--- src/rtl/bus_term_classifier.sv ---
module bus_term_classifier #(
  parameter int MA_LIMIT = 5,
  parameter int PH_W     = 4
) (
  input  logic       clk,
  input  logic       rst_n,
  input  logic       frame_n,
  input  logic       irdy_n,
  input  logic       trdy_n,
  input  logic       devsel_n,
  input  logic       stop_n,
  output logic [2:0] outcome,
  output logic       proto_err
);
  localparam int CNT_W = $clog2(MA_LIMIT + 1);
  localparam logic [CNT_W-1:0] CNT_END = CNT_W'(MA_LIMIT);
  localparam logic [PH_W-1:0]  PH_MAX  = '1;

  localparam logic [2:0] OC_NONE   = 3'd0;
  localparam logic [2:0] OC_NORMAL = 3'd1;
  localparam logic [2:0] OC_RETRY  = 3'd2;
  localparam logic [2:0] OC_DWD    = 3'd3;
  localparam logic [2:0] OC_DND    = 3'd4;
  localparam logic [2:0] OC_TABORT = 3'd5;
  localparam logic [2:0] OC_MABORT = 3'd6;

  logic             prev_idle, active, seen;
  logic [CNT_W-1:0] clk_cnt;
  logic [PH_W-1:0]  phases;
  logic [2:0]       code;
  logic             err;

  wire frame  = ~frame_n;
  wire irdy   = ~irdy_n;
  wire trdy   = ~trdy_n;
  wire devsel = ~devsel_n;
  wire stop   = ~stop_n;

  wire start    = prev_idle & frame;
  wire classify = active & ~start;
  wire had_data = phases != '0;

  always_comb begin
    code = OC_NONE;
    err  = 1'b0;
    if (classify) begin
      if (stop && devsel)
        code = trdy ? OC_DWD : (had_data ? OC_DND : OC_RETRY);
      else if (stop) begin
        code = OC_TABORT;
        err  = ~seen;
      end else if (trdy && devsel && irdy && !frame)
        code = OC_NORMAL;
      else if (!seen && !devsel && clk_cnt == CNT_END)
        code = OC_MABORT;
    end
  end

  always_ff @(posedge clk or negedge rst_n) begin
    if (!rst_n) begin
      prev_idle <= 1'b1;
      active    <= 1'b0;
      seen      <= 1'b0;
      clk_cnt   <= '0;
      phases    <= '0;
      outcome   <= OC_NONE;
      proto_err <= 1'b0;
    end else begin
      prev_idle <= frame_n & irdy_n;
      outcome   <= code;
      proto_err <= err;
      if (start) begin
        active  <= 1'b1;
        seen    <= 1'b0;
        clk_cnt <= CNT_W'(1);
        phases  <= '0;
      end else if (classify) begin
        seen <= seen | devsel;
        if (clk_cnt != CNT_END) clk_cnt <= clk_cnt + 1'b1;
        if (irdy && trdy && phases != PH_MAX) phases <= phases + 1'b1;
        if (code != OC_NONE) active <= 1'b0;
      end
    end
  end
endmodule

--- config.mk ---
export PLATFORM = sky130hd
export DESIGN_NAME = bus_term_classifier
export DESIGN_NICKNAME = d
export VERILOG_FILES = /design/src/rtl/bus_term_classifier.sv
export SDC_FILE = /design/constraint.sdc
export NUM_CORES = 1
export LEC_CHECK = 0
export BUFFER_PORTS_ARGS = -buffer_cell sky130_fd_sc_hd__buf_2
export CAP_MARGIN = 5
export CORE_UTILIZATION = 35
export CTS_BUF_LIST = sky130_fd_sc_hd__clkbuf_8
export DETAILED_ROUTE_END_ITERATION = 8
export GPL_TIMING_DRIVEN = 0
export PLACE_DENSITY_LB_ADDON = 0.05
export SYNTH_ARGS = -nofsm -noshare
export SYNTH_HDL_FRONTEND = slang
export SYNTH_SLANG_ARGS = --single-unit
--- constraint.sdc ---
create_clock -name clk -period 1.5 [get_ports clk]
set_clock_uncertainty 0.1 [all_clocks]
set_input_delay 0.3 -clock clk [delete_from_list [all_inputs] [get_ports clk]]
set_output_delay 0.3 -clock clk [all_outputs]
set_load 0.005 [all_outputs]
==> results.sh <==
export IMPL_ir_drop_uv=545
export IMPL_crit_required_ns=1.53
export IMPL_nets=97
export IMPL_synth_simple_area_share_pct=23.4
export IMPL_place_hpwl_microns=924
export IMPL_relSlewSlack_pct=69.6
export IMPL_core_area_sq_mm=0.00180
export IMPL_rsz0062_at_grt="true"
export IMPL_yosys_cell_types_count=32
export IMPL_grt_use_total_pct=14.5
export IMPL_crit_chain="inv_2, ha_1, or3b_4, a211o_1, and3b_1"
export IMPL_synth_seq_cells=14
export IMPL_via_count=556
export IMPL_cp_top_family="simple AND/OR/NAND/NOR gates"
export IMPL_n_antenna_cell=0
export IMPL_wl_met2_microns=562
export IMPL_grt_pass1_vias=465
export IMPL_power_density_mw_per_mm2=1220
export IMPL_rr_endpoint="outcome[2]"
export IMPL_hold_path_startpoint="stop_n"
export IMPL_avgRoutedWirePerCell_microns=11.7
export IMPL_synth_top_cells_by_area="dfrtp_1, ha_1, a21oi_1, dfstp_2, inv_1"
export IMPL_synth_top_family_by_area="simple AND/OR/NAND/NOR gates"
export IMPL_hold_viol_final=0
export IMPL_yosys_warnings=0
export IMPL_synth_area_leader_cell="dfrtp_1"
export IMPL_die_h_microns=46.9
export IMPL_grt_max_degree=15
export IMPL_ios=11
export IMPL_violations="negative setup slack"
export IMPL_rows=15
export IMPL_finalWorstSetupSlack_ns=-0.0850
export IMPL_cts_buffers=3
export IMPL_maxSlewViolCount=0
export IMPL_cp_endpoint="outcome[2]"
export IMPL_fill_cells=181
export IMPL_routed_top_layer="met4"
export IMPL_crit_start="phases[0]"
export IMPL_finalSetupTns_ns=-0.0999
export IMPL_crit_slowest_cell="dfrtp_1"
export IMPL_synth_area_mux_share_pct=1.42
export IMPL_synth_compound_area_share_pct=13.8
export IMPL_pre_cts_ws_ns=-0.131
export IMPL_drc=0
export IMPL_first_pass_iters=4
export IMPL_hold_class="input pin to flop"
export IMPL_synth_ff_type="dfrtp_1"
export IMPL_antenna_found_initial=0
export IMPL_r2r_start="phases[0]"
export IMPL_min_period_ns=1.59
export IMPL_synth_seq_area_share_pct=49.8
export IMPL_io_buffers=10
export IMPL_grt_pass1_wl_microns=2080
export IMPL_area_growth_pct=25.2
export IMPL_synthesis_area_sq_um=706
export IMPL_first_iter_violations=7
export IMPL_die_area_sq_mm=0.00220
export IMPL_synth_top_area_share_pct=46.1
export IMPL_syn_area_per_cell_sq_um=10.5
export IMPL_clockBufferDepth=2
export IMPL_crit_type="flop to flop"
export IMPL_slowest_delay_ns=0.38
export IMPL_clock_sinks=14
export IMPL_synth_xor_area_share_pct=1.24
export IMPL_worst_pin_slew_ns=0.455
export IMPL_fin_cells=110
export IMPL_globalplace_congestion=0.733
export IMPL_maxCapViolCount=0
export IMPL_dr_wl_met3_microns=60
export IMPL_initial_core_util_pct=39.2
export IMPL_die_w_microns=46.9
export IMPL_met1_length_microns=629
export IMPL_vias_per_cell=5.05
export IMPL_start_kind="flop"
export IMPL_r2r_slack_ns=-0.09
export IMPL_placedCellCount=102
export IMPL_drive_gt1_share_pct=30.6
export IMPL_cts_clk_slew_worst_paths_ns=0.06
export IMPL_status="finished with violations"
export IMPL_rr_worst_depth=5
export IMPL_max_freq_mhz=631
export IMPL_grt_overflow=0
export IMPL_htreeDepth=1
export IMPL_setup_violations=2
export IMPL_synth_fa_ha_area_share_pct=7.09
export IMPL_clockRootBuffer="clkbuf_8"
export IMPL_syn_instance_count=67
export IMPL_critPathBufInv=1
export IMPL_synth_edf_count=0
export IMPL_p_leak_nw=0.416
export IMPL_drt_wl_total_microns=1280
export IMPL_cts_tree="done"
export IMPL_min_period_over_period_pct=106
export IMPL_final_common_cell="dfrtp_1"
export IMPL_final_cell_mix="dfrtp_1, buf_2, a21oi_1"
export IMPL_async_flop_share_pct=100
export IMPL_worstPathMaxFanout=2
export IMPL_cp_depth=5
export IMPL_syn_nets=78
export IMPL_ant_nets=0
export IMPL_clk_latency_ns=0.24
export IMPL_end_kind="flop"
export IMPL_arrival_ns=1.62
-- worst register-to-register path: stages (launching register included) --
cell and delay (ns):
dfrtp_1 0.38, inv_2 0.06, ha_1 0.13, or3b_4 0.36, a211o_1 0.27, and3b_1 0.18
-- metal layers --
metal / GRT usage (%) / vias to the layer above
met2: 20.8 / 12
met4: 8.57 / 0
met3: 5.77 / 4
li1: - / 277
met1: 18.4 / 263
met5: 0 / -
-- per-stage QoR --
step	util (%)	total power [mW]	hold WS [ns]	area (sq um)
after floorplan	-	0.641	-0.0956	708
after global placement	43.8	0.700	0.112	790
after detailed placement	43.8	0.708	0.114	790
after CTS	48.8	1.09	0.190	878
after global routing	49.0	1.17	0.201	883
final	49.0	1.08	0.195	883
-- state kept, by name, summed over array words and instances, names as in the netlist --
register,flops
active,1
outcome,3
prev_idle,1
phases,4
seen,1
proto_err,1
clk_cnt,3
-- how the worst min path moves through the flow --
| stage | endpoint | slack [ns] | cells past startpoint |
|---|---|---|---|
| 2_1_floorplan | active | -0.1 | 0 |
| 3_3_place_gp | outcome[0] | 0.11 | 1 |
| 3_5_place_dp | proto_err | 0.11 | 1 |
| 4_1_cts | proto_err | 0.19 | 2 |
| 5_1_grt | proto_err | 0.20 | 2 |
| 6_report | proto_err | 0.19 | 2 |
-- synth_stat cells (all sizes together) (2+ instances only) --
| master | count |
|---|---|
| inv | 6 |
| dfrtp | 13 |
| nand3 | 4 |
| ha | 4 |
| o21ai | 2 |
| or3b | 3 |
| nor2b | 2 |
| a21oi | 6 |
| nand2 | 4 |
| and2 | 2 |
-- logic make-up (layout without fill, tap and decap cells) --
group,Yosys count,after routing
mux,1,1
flops,14,14
buf+inv,6,24
simple gates,26,26
xor+xnor,1,1
fa+ha+maj,4,4
compound gates,15,15
-- final cells by class --
type	instances	area (sq um)	share of cell area (%)
multi-input combinational	47	339	38.4
sequential	14	353	39.9
inverter	6	22.5	2.55
tap	25	31.3	3.54
timing repair buffer	14	82.6	9.35
clock buffer	4	55.1	6.23
-- report_power, final --
group	internal (mW)	switching, mW
Sequential	0.440	0.0429
Combinational	0.124	0.113
Clock	0.232	0.128
Total	0.796	0.285
-- repair_timing --
item / CTS / global route
gates resized for setup: 1 / 5
hold buffers: 1 / 0
pin swaps: 1 / 1
buffers inserted: 3 / 0
endpoints found under the setup margin: 4 / 7
endpoints found under the hold margin: 13 / 0
Power figures use the tool's default switching activity.
